==> src/rtl/ea_pkg.sv <==
package ea_pkg;
  localparam logic [3:0] M_IMPL = 4'd0;
  localparam logic [3:0] M_IMM  = 4'd1;
  localparam logic [3:0] M_REG  = 4'd2;
  localparam logic [3:0] M_RIND = 4'd3;
  localparam logic [3:0] M_AINC = 4'd4;
  localparam logic [3:0] M_ADEC = 4'd5;
  localparam logic [3:0] M_DIR  = 4'd6;
  localparam logic [3:0] M_IND  = 4'd7;
  localparam logic [3:0] M_REL  = 4'd8;
  localparam logic [3:0] M_IDX  = 4'd9;
  localparam logic [3:0] M_BASE = 4'd10;

  localparam logic [1:0] K_NONE = 2'd0;
  localparam logic [1:0] K_OPND = 2'd1;
  localparam logic [1:0] K_ADDR = 2'd2;

  typedef enum logic {ST_IDLE, ST_WAIT} st_e;

  typedef struct packed {
    logic [1:0] kind;
    logic       pass_field;
    logic       use_reg;
    logic       use_pc;
    logic       add_field;
    logic       wb;
    logic       wb_dec;
    logic       mem;
    logic       illegal;
  } dec_t;
endpackage

==> src/rtl/ea_decode.sv <==
module ea_decode
  import ea_pkg::*;
(
  input  logic [3:0] mode_i,
  output dec_t       dec_o
);
  always_comb begin
    dec_o = '0;
    unique case (mode_i)
      M_IMPL: dec_o.kind = K_NONE;
      M_IMM:  begin dec_o.kind = K_OPND; dec_o.pass_field = 1'b1; end
      M_REG:  begin dec_o.kind = K_OPND; dec_o.use_reg = 1'b1; end
      M_RIND: begin dec_o.kind = K_ADDR; dec_o.use_reg = 1'b1; end
      M_AINC: begin dec_o.kind = K_ADDR; dec_o.use_reg = 1'b1; dec_o.wb = 1'b1; end
      M_ADEC: begin
        dec_o.kind = K_ADDR; dec_o.use_reg = 1'b1; dec_o.wb = 1'b1; dec_o.wb_dec = 1'b1;
      end
      M_DIR:  begin dec_o.kind = K_ADDR; dec_o.pass_field = 1'b1; end
      M_IND:  begin dec_o.kind = K_ADDR; dec_o.mem = 1'b1; end
      M_REL:  begin dec_o.kind = K_ADDR; dec_o.use_pc = 1'b1; dec_o.add_field = 1'b1; end
      M_IDX, M_BASE: begin
        dec_o.kind = K_ADDR; dec_o.use_reg = 1'b1; dec_o.add_field = 1'b1;
      end
      default: dec_o.illegal = 1'b1;
    endcase
  end
endmodule

==> src/rtl/ea_calc.sv <==
module ea_calc
  import ea_pkg::*;
#(
  parameter int unsigned AW = 16
) (
  input  dec_t          dec_i,
  input  logic [AW-1:0] reg_i,
  input  logic [AW-1:0] field_i,
  input  logic [AW-1:0] pc_i,
  output logic [AW-1:0] value_o,
  output logic [AW-1:0] wb_data_o
);
  localparam logic [AW-1:0] ONE = {{(AW-1){1'b0}}, 1'b1};

  logic [AW-1:0] base;

  always_comb begin
    if (dec_i.use_pc)       base = pc_i + ONE;  // next-instruction address
    else if (dec_i.use_reg) base = reg_i;
    else                    base = '0;
    if (dec_i.pass_field)     value_o = field_i;
    else if (dec_i.add_field) value_o = base + field_i;  // wraps mod 2^AW
    else                      value_o = base;
    wb_data_o = dec_i.wb_dec ? reg_i - ONE : reg_i + ONE;
  end
endmodule

==> src/rtl/ea_ctrl.sv <==
module ea_ctrl
  import ea_pkg::*;
#(
  parameter int unsigned AW     = 16,
  parameter int unsigned RSEL_W = 3
) (
  input  logic              clk_i,
  input  logic              rst_ni,
  input  logic              start_i,
  input  logic [RSEL_W-1:0] rsel_i,
  input  logic [AW-1:0]     field_i,
  input  dec_t              dec_i,
  input  logic [AW-1:0]     value_i,
  input  logic [AW-1:0]     wb_data_i,
  input  logic              mem_valid_i,
  input  logic [AW-1:0]     mem_rdata_i,
  output logic              done_o,
  output logic [1:0]        kind_o,
  output logic [AW-1:0]     value_o,
  output logic              illegal_o,
  output logic              rf_we_o,
  output logic [RSEL_W-1:0] rf_waddr_o,
  output logic [AW-1:0]     rf_wdata_o,
  output logic              mem_req_o,
  output logic [AW-1:0]     mem_addr_o
);
  st_e state_q;

  always_ff @(posedge clk_i or negedge rst_ni) begin
    if (!rst_ni) begin
      state_q    <= ST_IDLE;
      done_o     <= 1'b0;
      kind_o     <= K_NONE;
      value_o    <= '0;
      illegal_o  <= 1'b0;
      rf_we_o    <= 1'b0;
      rf_waddr_o <= '0;
      rf_wdata_o <= '0;
      mem_req_o  <= 1'b0;
      mem_addr_o <= '0;
    end else begin
      done_o  <= 1'b0;
      rf_we_o <= 1'b0;
      unique case (state_q)
        ST_IDLE: begin
          if (start_i) begin
            if (dec_i.mem) begin
              state_q    <= ST_WAIT;
              mem_req_o  <= 1'b1;
              mem_addr_o <= field_i;
            end else begin
              done_o     <= 1'b1;
              kind_o     <= dec_i.kind;
              value_o    <= value_i;
              illegal_o  <= dec_i.illegal;
              rf_we_o    <= dec_i.wb;
              rf_waddr_o <= rsel_i;
              rf_wdata_o <= wb_data_i;
            end
          end
        end
        ST_WAIT: begin
          // start_i ignored here
          if (mem_valid_i) begin
            state_q   <= ST_IDLE;
            mem_req_o <= 1'b0;
            done_o    <= 1'b1;
            kind_o    <= K_ADDR;
            value_o   <= mem_rdata_i;
            illegal_o <= 1'b0;
          end
        end
        default: state_q <= ST_IDLE;
      endcase
    end
  end
endmodule

==> src/rtl/ea_unit.sv <==
module ea_unit
  import ea_pkg::*;
#(
  parameter int unsigned AW     = 16,
  parameter int unsigned RSEL_W = 3
) (
  input  logic              clk_i,
  input  logic              rst_ni,
  input  logic              start_i,
  input  logic [3:0]        mode_i,
  input  logic [RSEL_W-1:0] rsel_i,
  input  logic [AW-1:0]     field_i,
  input  logic [AW-1:0]     pc_i,
  output logic [RSEL_W-1:0] rf_raddr_o,
  input  logic [AW-1:0]     rf_rdata_i,
  output logic              rf_we_o,
  output logic [RSEL_W-1:0] rf_waddr_o,
  output logic [AW-1:0]     rf_wdata_o,
  output logic              mem_req_o,
  output logic [AW-1:0]     mem_addr_o,
  input  logic              mem_valid_i,
  input  logic [AW-1:0]     mem_rdata_i,
  output logic              done_o,
  output logic [1:0]        kind_o,
  output logic [AW-1:0]     value_o,
  output logic              illegal_o
);
  dec_t          dec;
  logic [AW-1:0] calc_value;
  logic [AW-1:0] calc_wb;

  assign rf_raddr_o = rsel_i;

  ea_decode i_decode (.mode_i(mode_i), .dec_o(dec));

  ea_calc #(.AW(AW)) i_calc (
    .dec_i(dec), .reg_i(rf_rdata_i), .field_i(field_i), .pc_i(pc_i),
    .value_o(calc_value), .wb_data_o(calc_wb)
  );

  ea_ctrl #(.AW(AW), .RSEL_W(RSEL_W)) i_ctrl (
    .clk_i(clk_i), .rst_ni(rst_ni), .start_i(start_i), .rsel_i(rsel_i),
    .field_i(field_i), .dec_i(dec), .value_i(calc_value), .wb_data_i(calc_wb),
    .mem_valid_i(mem_valid_i), .mem_rdata_i(mem_rdata_i),
    .done_o(done_o), .kind_o(kind_o), .value_o(value_o), .illegal_o(illegal_o),
    .rf_we_o(rf_we_o), .rf_waddr_o(rf_waddr_o), .rf_wdata_o(rf_wdata_o),
    .mem_req_o(mem_req_o), .mem_addr_o(mem_addr_o)
  );
endmodule

==> config.mk <==
export PLATFORM = sky130hd
export DESIGN_NAME = ea_unit
export DESIGN_NICKNAME = d
export VERILOG_FILES = /design/src/rtl/ea_pkg.sv /design/src/rtl/ea_decode.sv /design/src/rtl/ea_calc.sv /design/src/rtl/ea_ctrl.sv /design/src/rtl/ea_unit.sv
export SDC_FILE = /design/constraint.sdc
export NUM_CORES = 1
export LEC_CHECK = 0
export BUFFER_PORTS_ARGS = -buffer_cell sky130_fd_sc_hd__clkbuf_2
export CORE_UTILIZATION = 25
export CTS_CLUSTER_SIZE = 25
export DETAILED_ROUTE_END_ITERATION = 12
export GPL_TIMING_DRIVEN = 0
export SYNTH_ARGS = -nofsm -noshare
export SYNTH_HDL_FRONTEND = slang
export SYNTH_SLANG_ARGS = --single-unit
==> constraint.sdc <==
create_clock -name clk_i -period 3 [get_ports clk_i]
set_input_delay 0.15 -clock clk_i [delete_from_list [all_inputs] [get_ports clk_i]]
set_output_delay 0.15 -clock clk_i [all_outputs]
set_load 0.005 [all_outputs]
======== After elaboration in Yosys (flattened, before gate mapping) ========
Index checks and enable logic that the tools add are counted.
cells by class
  reduce and logical (&&, ||, !) cells .... 12
  bitwise logic cells ..................... 2
  add/sub/neg operators ................... 4
  muxes and demuxes ....................... 40
  eq/ne operators ......................... 14
operator list
  operator                                            number
  two-way mux 16 bit                                  8
  adder 16 x 1 -> 16 bit, second input constant       2
  one-hot mux 16 bit (2 select lines)                 1
  two-way mux 1 bit                                   22
  adder 16 bit                                        1
  == test 4 x 3 -> 1 bit, second input constant       4
  subtractor 16 x 1 -> 16 bit, second input constant  1
  == test 4 bit, second input constant                3
  AND reduction 3 bit                                 4
  OR reduction 11 bit                                 1
  == test 4 x 2 -> 1 bit, second input constant       2
  != test 2 bit, second input constant                4
  one-hot mux 1 bit (2 select lines)                  4
  one-hot mux 2 bit (2 select lines)                  2
  OR reduction 8 bit                                  1
  two-way mux 2 bit                                   3
  OR reduction 2 bit                                  3
  OR reduction 6 bit                                  1
  == test 4 x 1 -> 1 bit, second input constant       1
  zero test 4 bit                                     1
  OR reduction 3 bit                                  1
  NOT 1 bit                                           2
storage, ports and cells
  word-level logic and storage cells ...... 82
  output and inout port bits .............. 60
  register bits after elaboration ......... 58

======== Logic depth before layout (Yosys ltp) ========
Gate-level depths: netlist of run 1.
  depth after elaboration ................. 11
  depth in mapped cells ................... 17
  gate-level depth less buffers ........... 16

======== Hierarchy ========
A second synthesis of run 1 with hierarchy kept.
unflattened totals
  cells, all modules ...................... 513
  area, all modules ....................... 4789.6 um^2
modules (own cells, without submodules)
  module     area an instance (um^2)  cells each  instances  sequential area each (um^2)
  ea_ctrl    2506.2                   191         1          1451.4
  ea_calc    2102.0                   298         1          0.0
  ea_decode  158.9                    21          1          0.0
  ea_unit    22.5                     3           1          0.0

======== Least setup slack after synthesis of run 1 ========
No wires, ideal clock.
  path kind ............................... input to register
  start ................................... input mode_i[1]
  end ..................................... register i_ctrl.value_o[14]
  setup slack ............................. -0.036 ns
  library setup time ...................... 0.131 ns
  cell stages on the path ................. 16
  path buffers ............................ 1
  required time ........................... 2.869 ns
  data arrival time ....................... 2.905 ns
  path through ............................ nand2b_1 -> o22ai_1 -> clkbuf_1 -> nand2_1 -> o21ai_1 -> ha_1 -> inv_1 -> fa_1 -> nor2b_1 -> o21ai_1 -> a21oi_1 -> o21ai_2 -> o211ai_1 -> a2111oi_0 -> a31oi_1 -> a21oi_1
between the ends
  cells in the longest elaborated chain, start to end .. 11
ends and longest elaborated chain
  what                                            line            source
  start, declared                                 ea_unit.sv:10   input logic [3:0] mode_i,
  == test 4 x 2 -> 1 bit (tied with other cells)  ea_decode.sv:9  unique case (mode_i)
  OR reduction 6 bit (no line)                    n/a
  two-way mux 1 bit                               ea_decode.sv:9
  two-way mux 16 bit                              ea_calc.sv:19   else if (dec_i.use_reg) base = reg_i;
  two-way mux 16 bit                              ea_calc.sv:18   if (dec_i.use_pc) base = pc_i + ONE;
  adder 16 bit                                    ea_calc.sv:22   else if (dec_i.add_field) value_o = base + field_i;
  two-way mux 16 bit                              ea_calc.sv:22
  two-way mux 16 bit                              ea_calc.sv:21   if (dec_i.pass_field) value_o = field_i;
  two-way mux 16 bit                              ea_ctrl.sv:47   if (dec_i.mem) begin
  two-way mux 16 bit                              ea_ctrl.sv:46   if (start_i) begin
  one-hot mux 16 bit (2 select lines)             ea_ctrl.sv:44   unique case (state_q)
  end signal, assigned                            ea_ctrl.sv:54   value_o <= value_i;
  end signal, assigned                            ea_ctrl.sv:69   value_o <= mem_rdata_i;
  end, declared                                   ea_ctrl.sv:19   output logic [AW-1:0] value_o,
Parallel ways exist; a longest one is shown, timed or not. The select of a mux whose other input is x is not followed.
A chain may end at the register's enable or synchronous reset.

======== Worst setup path in the final report of run 1 ========
  start ................................... input pc_i[2]
  end ..................................... register i_ctrl.value_o[15]
between the ends
  cells in the longest elaborated chain, start to end .. 8
ends and longest elaborated chain
  what                                   line           source
  start, declared                        ea_unit.sv:13  input logic [AW-1:0] pc_i,
  adder 16 x 1 -> 16 bit *               ea_calc.sv:18
  two-way mux 16 bit *                   ea_calc.sv:18
  adder 16 bit                           ea_calc.sv:22
  two-way mux 16 bit *                   ea_calc.sv:22
  two-way mux 16 bit *                   ea_calc.sv:21
  two-way mux 16 bit *                   ea_ctrl.sv:47
  two-way mux 16 bit *                   ea_ctrl.sv:46
  one-hot mux 16 bit (2 select lines) *  ea_ctrl.sv:44
Mark *: on every way between the ends. The rest lies on a longest branch, timed or not. The select of a mux whose other input is x is not followed.

==> results.ini, run 1 <==
[status]
status = finished, final reports clean

[route]
drtPass1Iterations = 4
drtAntennaViolNets = 0
via_per_inst = 5.10
wl_um = 16300
drc = 0
dr.first_iter.drc_count = 235
wl_per_cell_um = 17.9
via_count = 4655

[synthesis]
syn_inst = 523
synth_area_leader_cell = dfrtp_1
synth_area_leaders = dfrtp_1 32%, ha_1 8.9%, nand2_1 5.8%
synth_edf_count = 0
synthArstFlopShare_pct = 100
avgSynthCellArea_sq_um = 8.63
yosys.cell_types.count = 66
synth-main-ff-cell = dfrtp_1
yosysWarnings = 0
synth_fp_nets = 632
synth_area_sq_um = 4510
synth_top_area_share_pct = 32.2
seq_area_frac_synth_pct = 32.2
synth.ff_latch_count = 58

[timing]
fmax_mhz = 340
hold_violations = 0
timing.final.crit_share_pct = 98.1
finalCriticalPeriod_ps = 2940
skew_ps = 8.50
tightest_slew_ps = 862
holdWs_ps = 17.4
slew_violations = 0
relSlewSlack_pct = 42.5
setup_viol = 0

[pwr]
max-vdd-ir-drop_mv = 0.327
leakage_nw = 2.82
power_mw = 2.91
power_density_nw_per_um2 = 487

[die]
pin_count = 135
core.rowCount = 48
coreArea_sq_um = 17500
die_w_um = 136
fp.dieH_um = 136
start_util_pct = 25.8
die_area_sq_um = 18600

[global_routing]
overflow = 0
grtUsageTotal_pct = 17.9
grt_max_degree = 59
grt_pass1_wl_um = 24500
grt_pass1_vias = 4430
antenna_found_initial = 0

[placement]
port_buffers = 134
gp_congestion = 0.890
place_hpwl_um = 12500

[worst_setup_path]
reg2reg_from = i_ctrl.state_q
critical_path.max_stage_delay_ps = 530
crit_start = pc_i[2]
worstRegToRegCells = 7
crit_chain = buf_4 -> and3_4 -> and2_4 -> and4_1 -> buf_6 -> nand3_2 -> xor2_1 -> o21ai_1 -> ha_1 -> or4_1 -> a31oi_1 -> a31o_2 -> nand3_2 -> o311a_1 -> or3_1 -> a31oi_1
crit_end = i_ctrl.value_o[15]
crit_fanout = 4
start_kind = input port
crit_path_top_delay_cell = or4_1
arrival_ps = 3210
critical_path_class = in -> reg
cp-end-kind = register
crit_required_ps = 3260
rr_endpoint = i_ctrl.value_o[3]
r2r_slack_ps = 460

[cts]
cts_tree = yes
clock_path_buffers = 2
path_clk_slew_ps = 60
cts.sinks = 58
clock_latency_ps = 340
cts-root-buf = clkbuf_16
cts_max_level = 3
cts_buffers = 9

[flow_run]
cap_violations = 0

[cells_and_area]
mostFrequentLayoutCell = clkbuf_2
fin_nets = 791
diodes = 0
syn2layout_area_growth_pct = 32.5
drive_gt1_share_pct = 30.1
final_cell_mix = 131 x clkbuf_2, 70 x nand2_1, 58 x dfrtp_1
post-route-util_pct = 34.2

[worst_hold_path]
worstHoldPathType = in -> reg

[timing repair]
action,4_1_cts,5_1_grt
setup buffers,3,10
gates resized for setup,11,22
endpoints found under the setup margin,8,10
endpoints found under the hold margin,58,0
hold buffers,1,0
pin swaps,3,12
[routing by layer]
| layer | track usage [%] | routed length, um | part of all wire, % |
|---|---|---|---|
| met5 | 0 | 0 | 0 |
| met4 | 8.52 | 581 | 3.6 |
| met2 | 29.1 | 7590 | 47 |
| met3 | 4.62 | 1060 | 6.5 |
| met1 | 22.0 | 7060 | 43 |
[synth_stat cells (all sizes together), types with 4 or more instances]
| library cell | instances |
|---|---|
| nand2 | 70 |
| o21ai | 63 |
| dfrtp | 58 |
| a21oi | 33 |
| nor2 | 33 |
| ha | 32 |
| xor2 | 27 |
| mux2 | 17 |
| clkbuf | 14 |
| inv | 13 |
| nand3 | 12 |
| buf | 10 |
| xnor2 | 10 |
| a21o | 9 |
| a221oi | 8 |
| a211oi | 7 |
| nand2b | 7 |
| nor3 | 7 |
| or3 | 7 |
| and3 | 6 |
| nor2b | 5 |
| o21a | 5 |
| a221o | 4 |
| a31oi | 4 |
| mux2i | 4 |
| nand3b | 4 |
| nand4 | 4 |
[cell families (layout without fill, tap and decap cells)]
| family | count (synthesis) | after routing | share of synthesized area [%] |
|---|---|---|---|
| and+or+nand+nor | 170 | 170 | 18.1 |
| muxes | 21 | 21 | 5.13 |
| xor gates and xnor gates | 37 | 37 | 7.18 |
| buffers and inverters | 38 | 202 | 4.38 |
| AOI/OAI and AO/OA | 165 | 165 | 23.3 |
| adders and majority gates | 34 | 34 | 9.76 |
| DFF | 58 | 58 | 32.2 |
[state kept, by name (all words and copies together), names as in the netlist]
signal,count
i_ctrl.state_q,1
i_ctrl.mem_req_o,1
i_ctrl.value_o,16
i_ctrl.done_o,1
i_ctrl.mem_addr_o,16
i_ctrl.kind_o,2
i_ctrl.rf_we_o,1
i_ctrl.illegal_o,1
i_ctrl.rf_waddr_o,3
i_ctrl.rf_wdata_o,16
[worst min-delay path by stage]
| stage | start | endpoint | slack (ps) | cells past startpoint |
|---|---|---|---|---|
| floorplan | rst_ni | i_ctrl.done_o | -150 | 0 |
| detailed placement | rst_ni | i_ctrl.rf_wdata_o[6] | 350 | 1 |
| finish | rsel_i[2] | i_ctrl.rf_waddr_o[2] | 20 | 3 |
| global route | rsel_i[1] | i_ctrl.rf_waddr_o[1] | 20 | 3 |
| CTS | rsel_i[2] | i_ctrl.rf_waddr_o[2] | 5 | 3 |
| global placement | rsel_i[2] | i_ctrl.rf_waddr_o[2] | 370 | 3 |
[worst max-delay path: cells and delay by family]
family                   cells  cell delay (ps)
AND/OR/NAND/NOR              7             1560
buffers and inverters        2              220
adder cells (fa/ha/maj)      1              280
XOR/XNOR                     1              150
AO/OA/AOI/OAI                5              830
[cell type report]
class	count	area, sq um
inverters	14	56.3
clock inverters	6	57.6
repair buffers	148	792
well taps	225	282
fillers	1879	11500
flip-flops and latches	58	1450
plain buffers	24	166
clock buffers	10	229
multi-input cells	427	2940
[metrics by stage]
step                      instances  setup WS [ps]  cell area, sq um  TNS (ps)
final                           912           57.3              5980         0
after global routing            912          -10.6              5980     -10.6
after CTS                       902           7.21              5830         0
after detailed placement        882           -859              5470     -6860
after global placement          882           -835              5470     -7080
after floorplan                 523           36.6              4510         0
[power by group]
| group | leakage [nW] | total (mW) | internal (mW) | switching [mW] |
|---|---|---|---|---|
| clock network | 0.142 | 1.03 | 0.637 | 0.398 |
| registers | 0.712 | 1.00 | 0.927 | 0.0743 |
| logic | 1.96 | 0.876 | 0.403 | 0.473 |
| total | 2.82 | 2.91 | 1.97 | 0.945 |
(Power assumes the default switching activity.)
==> run 2: changes to the inputs <==
SYNTH_HIERARCHICAL = 1   (was default)
==> run 2 against run 1 <==
Compared with the run above:
- the run now ends with setup timing left
- combinational power grew 16%
- first-iteration DRC count down 19%
- register-to-register slack better by 750 ps
- synthesized cell count decreased by 1.9%
- global-route usage shrank 2.1 points
- synthesized area grew 6.2%
- non-clock buffer count is 13 higher
- largest cell class unchanged
- largest power group is now combinational cells
- highest routed layer unchanged
==> results.ini, run 2 <==
[cells_and_area]
post-route-util_pct = 35.4  ; +1.2 points
fillers = 1951  ; +3.8%
seqCellArea_sq_um = 1450  ; unchanged
final_cell_mix = 128 x clkbuf_2, 58 x dfrtp_1, 46 x a21oi_1
stdcell_area_sq_um = 6650  ; +11%
mostFrequentLayoutCell = clkbuf_2
diodes = 0  ; unchanged
multi_input_area_sq_um = 3390  ; +15%
drive_gt1_share_pct = 41.7  ; +12 points
fin_nets = 789  ; -0.25%
syn2layout_area_growth_pct = 38.8
top_regs = i_ctrl/mem_addr_o x16, i_ctrl/rf_wdata_o x16, i_ctrl/value_o x16

[global_routing]
overflow = 0  ; unchanged
grt_pass1_vias = 4303  ; -2.9%
grtUsageTotal_pct = 15.8  ; -2.1 points
grt_max_degree = 59  ; unchanged
antenna_found_initial = 0  ; unchanged
grt_pass1_wl_um = 23600  ; -3.4%

[synthesis]
synthArstFlopShare_pct = 100  ; unchanged
synth.ff_latch_count = 58  ; unchanged
syn_inst = 513  ; -1.9%
synth_fp_nets = 624  ; -1.3%
synth_edf_count = 0  ; unchanged
synth_area_leaders = dfrtp_1 30%, mux2_2 8.9%, ha_1 8.9%
synth-main-ff-cell = dfrtp_1
synth.cells.most_frequent = 58 x dfrtp_1, 52 x a21oi_1, 38 x mux2_2
yosys.cell_types.count = 63  ; -4.5%
synth_top_area_share_pct = 30.3  ; -1.9 points
yosysWarnings = 6  ; +6
seq_area_frac_synth_pct = 30.3  ; -1.9 points
synth_area_sq_um = 4790  ; +6.2%
avgSynthCellArea_sq_um = 9.34  ; +8.2%
synth_area_leader_cell = dfrtp_1
synth_most_common_cell = dfrtp_1

[worst_setup_path]
path_buf_inv = 2  ; unchanged
critical_path_class = in -> reg
cp-end-kind = register
start_kind = input port
crit_path_top_delay_cell = a211o_4
crit_required_ps = 3240  ; -20 ps
critical_path.max_stage_delay_ps = 360  ; -170 ps
crit_fanout = 6  ; +2
arrival_ps = 3360  ; +150 ps
crit_family = compound AO/OA/AOI/OAI gates
crit_chain = clkbuf_16 -> and2b_2 -> a211o_4 -> nor2b_4 -> buf_8 -> a22o_4 -> ha_4 -> a21o_1 -> a21oi_2 -> o211ai_1 -> a31o_4 -> a41oi_2 -> mux2_4 -> a22oi_2 -> nor4b_4 -> a221oi_2

[timing]
slew_violations = 0  ; unchanged
finalWorstSetupSlack_ps = -125  ; -182 ps
fmax_mhz = 320  ; -5.8%
timing.final.crit_share_pct = 104  ; +6.1 points
hold_violations = 0  ; unchanged
setup_viol = 5  ; +5
tightest_slew_ps = 637  ; -225 ps
finalCriticalPeriod_ps = 3130  ; +182 ps
grt_setup_unrepaired = yes
skew_ps = 5.46  ; -3.04 ps
relSlewSlack_pct = 56.9  ; +14 points

[pwr]
switching_share_pct = 31.8  ; -0.62 points
clkPwrFrac_pct = 32.4  ; -3.1 points
power_density_nw_per_um2 = 451  ; -7.3%
leakage_nw = 3.08  ; +9.4%
max-vdd-ir-drop_mv = 0.273  ; -17%
p_int_mw = 2.05  ; +4.0%
p_switching_mw = 0.955  ; +1.1%
p_seq_share_pct = 33.8  ; -0.6 points
combPwrFrac_pct = 33.8  ; +3.7 points

[cts]
cts_max_level = 3  ; unchanged
cts.sinks = 58  ; unchanged
cts-root-buf = clkbuf_16
cts_tree = yes
cts_buffers = 9  ; unchanged
clock_path_buffers = 2  ; unchanged
clock_latency_ps = 330  ; about the same
path_clk_slew_ps = 60  ; about the same

[die]
pin_count = 135  ; unchanged
die_area_sq_um = 19700  ; +6.1%
coreArea_sq_um = 18800  ; +7.4%
start_util_pct = 25.5  ; -0.30 points
fp.dieH_um = 140  ; +3.0%
die_w_um = 140  ; +3.0%
core.rowCount = 50  ; +4.2%

[route]
drtAntennaViolNets = 0  ; unchanged
drc = 0  ; unchanged
drtPass1Iterations = 4  ; unchanged
via_per_inst = 4.88  ; -4.4%
via_count = 4476  ; -3.8%
wl_per_cell_um = 16.5  ; -7.6%
wl_um = 15100  ; -7.1%
dr.first_iter.drc_count = 190  ; -19%

[placement]
pre_cts_ws_ps = -983  ; -124 ps
port_buffers = 130  ; -3.0%
gp_congestion = 0.909  ; +2.1%
place_hpwl_um = 11500  ; -7.9%
placed_area_sq_um = 5890  ; +7.7%

[flow_run]
cap_violations = 0  ; unchanged

[status]
status = finished with violations
violations = setup timing

[worst_hold_path]
worstHoldPathType = in -> reg

[run 2: area by class of cell]
type                    count  share of cell area [%]
clock inverters             6                   0.640
well taps                 234                    4.40
inverters                  31                    1.75
flip-flops and latches     58                    21.8
clock buffers              10                    3.59
repair buffers            154                    13.3
plain buffers              31                    3.39
multi-input cells         393                    51.1
[run 2: what timing repair did]
action	4_1_cts	5_1_grt
cloned	1	0
hold buffers	1	0
endpoints found under the setup margin	13	14
pin swaps	21	20
endpoints found under the hold margin	58	0
gates resized for setup	31	22
setup buffers	10	11
[run 2: cell families after synthesis]
group,after synthesis,share of synthesized area [%]
muxes,48,11.3
AOI/OAI and AO/OA,156,21.8
adders and majority gates,36,9.72
and+or+nand+nor,113,13.5
xor gates and xnor gates,40,7.31
DFF,58,30.3
buffers and inverters,62,6.09
[run 2: metal layers]
metal | track usage (%) | routed length, um | part of all wire, % | vias to the layer above
met2 | 24.9 | 6950 | 46 | 96
met1 | 22.0 | 7490 | 50 | 2141
met5 | 0 | 0 | 0 | -
li1 | - | - | - | 2235
met3 | 3.83 | 620 | 4.1 | 4
met4 | 2.60 | 75 | 0.50 | 0
[run 2: per-stage QoR]
stage               setup TNS, ps  hold WS (ps)  cells  power, mW
finish                       -466          44.5    917       3.00
global route                -1560          34.8    917       3.20
CTS                          -554          25.1    906       3.02
detailed placement         -10940           207    878       1.96
global placement           -10790           395    877       1.94
floorplan                    -899          -146    513       1.58
[run 2: final timing paths]
kind | from | to | slack, ps | cells after the start
max | mode_i[2] | i_ctrl/value_o[14] | -130 | 16
min | mem_rdata_i[5] | i_ctrl/value_o[5] | 40 | 3
max reg2reg | i_ctrl/state_q | i_ctrl/value_o[0] | 1210 | 4
min reg2reg | i_ctrl/rf_wdata_o[15] | i_ctrl/rf_wdata_o[15] | 480 | 1
max in group asynchronous | rst_ni | i_ctrl/value_o[2] | 2350 | 3
min in group asynchronous | rst_ni | i_ctrl/rf_we_o | 400 | 3
[run 2: power groups by stage]
stage | Combinational (mW) | Sequential, mW | Clock (mW)
final | 1.02 | 1.01 | 0.971
after global placement | 0.910 | 1.03 | 0
after detailed placement | 0.927 | 1.03 | 0
after global routing | 1.12 | 1.03 | 1.05
after floorplan | 0.542 | 1.04 | 0
after CTS | 0.984 | 1.02 | 1.02
[run 2: worst min-delay path, stage by stage]
cell,delay (ps)
clkbuf_2,80
inv_1,40
a221oi_1,60
==> run 3: changes to the inputs <==
MAX_ROUTING_LAYER = met4   (was default)
==> run 3 against run 2 <==
Compared with the run above:
- the flow still finishes with violations (setup timing)
- combinational power about the same
- hold slack got worse by 1.8 ps
- first-iteration DRC count fell by 2.1%
- sequential share of layout area unchanged
- setup slack improved by 5.7 ps
- power grew 0.13%
- fmax rose by 0.18%
- via count fell by 0.47%
- routed wire length increased by 0.24%
- sequential power about the same
- die area unchanged
- clock-buffer cell count did not move
- largest power group unchanged
==> results.ini, run 3 (synthesis gave the netlist of run 2 again) <==
[status]
status = finished with violations
violations = setup timing

[route]
dr.first_iter.drc_count = 186  ; -2.1%
drc = 0  ; unchanged
wl_per_cell_um = 16.5  ; +0.24%
drtAntennaViolNets = 0  ; unchanged
via_count = 4455  ; -0.47%
drtPass1Iterations = 4  ; unchanged
wl_um = 15200  ; +0.24%
via_per_inst = 4.86  ; -0.47%

[worst_setup_path]
crit_required_ps = 3240  ; about the same
arrival_ps = 3360  ; about the same
crit_fanout = 6  ; unchanged
cp-end-kind = register
worstRegToRegCells = 4  ; unchanged
critical_path_class = in -> reg
start_kind = input port

[timing]
slew_violations = 0  ; unchanged
skew_ps = 6.37  ; +0.910 ps
finalWorstSetupSlack_ps = -119  ; +5.68 ps
finalCriticalPeriod_ps = 3120  ; -5.68 ps
fmax_mhz = 321  ; +0.18%
setup_viol = 5  ; unchanged
timing.final.crit_share_pct = 104  ; -0.19 points
relSlewSlack_pct = 57.2  ; +0.22 points
hold_violations = 0  ; unchanged
grt_setup_unrepaired = yes
tightest_slew_ps = 634  ; -3.23 ps
holdWs_ps = 42.7  ; -1.79 ps

[cts]
clock_path_buffers = 2  ; unchanged
clock_latency_ps = 340  ; about the same
cts_buffers = 9  ; unchanged
cts_tree = yes
cts_max_level = 3  ; unchanged
path_clk_slew_ps = 60  ; about the same
cts-root-buf = clkbuf_16
cts.sinks = 58  ; unchanged

[global_routing]
grt_pass1_vias = 4306  ; +0.070%
grt_max_degree = 59  ; unchanged
busiest_layer = met2
grtUsageTotal_pct = 16.2  ; +0.46 points
grt_use_met3_pct = 3.79  ; -0.034 points
grt_pass1_wl_um = 23600  ; -0.26%
gr-usage-met2_pct = 24.8  ; -0.026 points
met1_usage_pct = 22.0  ; unchanged
antenna_found_initial = 0  ; unchanged
overflow = 0  ; unchanged

[placement]
place_hpwl_um = 11500  ; unchanged
pre_cts_ws_ps = -983  ; unchanged
port_buffers = 130  ; unchanged
place_inst = 878  ; unchanged
gp_congestion = 0.924  ; +1.7%

[worst_hold_path]
whs_path_depth = 3  ; unchanged
worstHoldPathType = in -> reg

[flow_run]
cap_violations = 0  ; unchanged

[die]
core.rowCount = 50  ; unchanged
coreArea_sq_um = 18800  ; unchanged
pin_count = 135  ; unchanged
die_w_um = 140  ; unchanged
die_area_sq_um = 19700  ; unchanged
fp.dieH_um = 140  ; unchanged
start_util_pct = 25.5  ; unchanged

[cells_and_area]
mostFrequentLayoutCell = clkbuf_2
fin_nets = 789  ; unchanged
final_cell_mix = 128 x clkbuf_2, 58 x dfrtp_1, 46 x a21oi_1
post-route-util_pct = 35.4  ; unchanged
drive_gt1_share_pct = 41.7  ; unchanged
stdcell_count = 917  ; unchanged
syn2layout_area_growth_pct = 38.8  ; unchanged
fillers = 1951  ; unchanged
top_regs = i_ctrl/mem_addr_o x16, i_ctrl/rf_wdata_o x16, i_ctrl/value_o x16
diodes = 0  ; unchanged

[pwr]
max-vdd-ir-drop_mv = 0.275  ; +0.87%
p_int_mw = 2.05  ; about the same
power_mw = 3.00  ; +0.13%
p_seq_share_pct = 33.8  ; about the same
switching_share_pct = 31.9  ; +0.088 points
combPwrFrac_pct = 33.8  ; about the same
p_switching_mw = 0.959  ; +0.40%
clkPwrFrac_pct = 32.4  ; about the same
leakage_nw = 3.08  ; unchanged
power_density_nw_per_um2 = 452  ; +0.13%

==> run 3: final timing paths <==
path                                        from                    end  slack [ps]
setup / recovery                       mode_i[2]     i_ctrl/value_o[14]        -120
hold / removal                    mem_rdata_i[5]      i_ctrl/value_o[5]          40
setup reg to reg                  i_ctrl/state_q      i_ctrl/value_o[0]        1210
hold reg to reg            i_ctrl/rf_wdata_o[15]  i_ctrl/rf_wdata_o[15]         480
max in group asynchronous                 rst_ni   i_ctrl/mem_addr_o[0]        2340
min in group asynchronous                 rst_ni   i_ctrl/mem_addr_o[9]         390
==> run 3: power groups by stage <==
| stage | Combinational [mW] | Clock (mW) | Sequential (mW) |
|---|---|---|---|
| 2_1_floorplan | 0.542 | 0 | 1.04 |
| 3_3_place_gp | 0.910 | 0 | 1.03 |
| 3_5_place_dp | 0.927 | 0 | 1.03 |
| 4_1_cts | 0.984 | 1.02 | 1.02 |
| 5_1_grt | 1.12 | 1.05 | 1.03 |
| 6_report | 1.02 | 0.974 | 1.01 |
==> run 3: metal layers <==
| metal | share of wire [%] | vias up |
|---|---|---|
| met4 | 0.51 | 0 |
| li1 | - | 2232 |
| met5 | 0 | - |
| met3 | 4.2 | 6 |
| met1 | 50 | 2122 |
| met2 | 46 | 95 |
==> run 3: per-stage QoR <==
step / instance area [sq um] / setup TNS, ps
after floorplan: 4920 / -899
after global routing: 6650 / -1560
after CTS: 6450 / -554
after detailed placement: 5890 / -10940
after global placement: 5860 / -10790
final: 6650 / -437
==> run 3: cell type report <==
cell class | instances | area, sq um | area share (%)
tap | 234 | 293 | 4.40
sequential | 58 | 1450 | 21.8
buffer | 31 | 225 | 3.39
timing repair buffer | 154 | 886 | 13.3
clock buffer | 10 | 239 | 3.59
clock inverter | 6 | 42.5 | 0.640
multi-input combinational | 393 | 3390 | 51.1
inverter | 31 | 116 | 1.75
==> run 3: repair_timing <==
| action | 4_1_cts | 5_1_grt |
|---|---|---|
| buffers inserted | 10 | 11 |
| pin swaps | 21 | 20 |
| hold endpoints to repair | 58 | 0 |
| hold buffers | 1 | 0 |
| gates cloned | 1 | 0 |
| resized for setup | 31 | 22 |
| setup endpoints to repair | 13 | 14 |
==> run 3: worst max-delay path: stages <==
cell	delay [ps]
clkbuf_16	110
and2b_2	210
a211o_4	360
nor2b_4	150
buf_8	120
a22o_4	250
ha_4	240
a21o_1	190
a21oi_2	160
o211ai_1	150
a31o_4	270
a41oi_2	200
mux2_4	320
a22oi_2	200
nor4b_4	80
a221oi_2	180
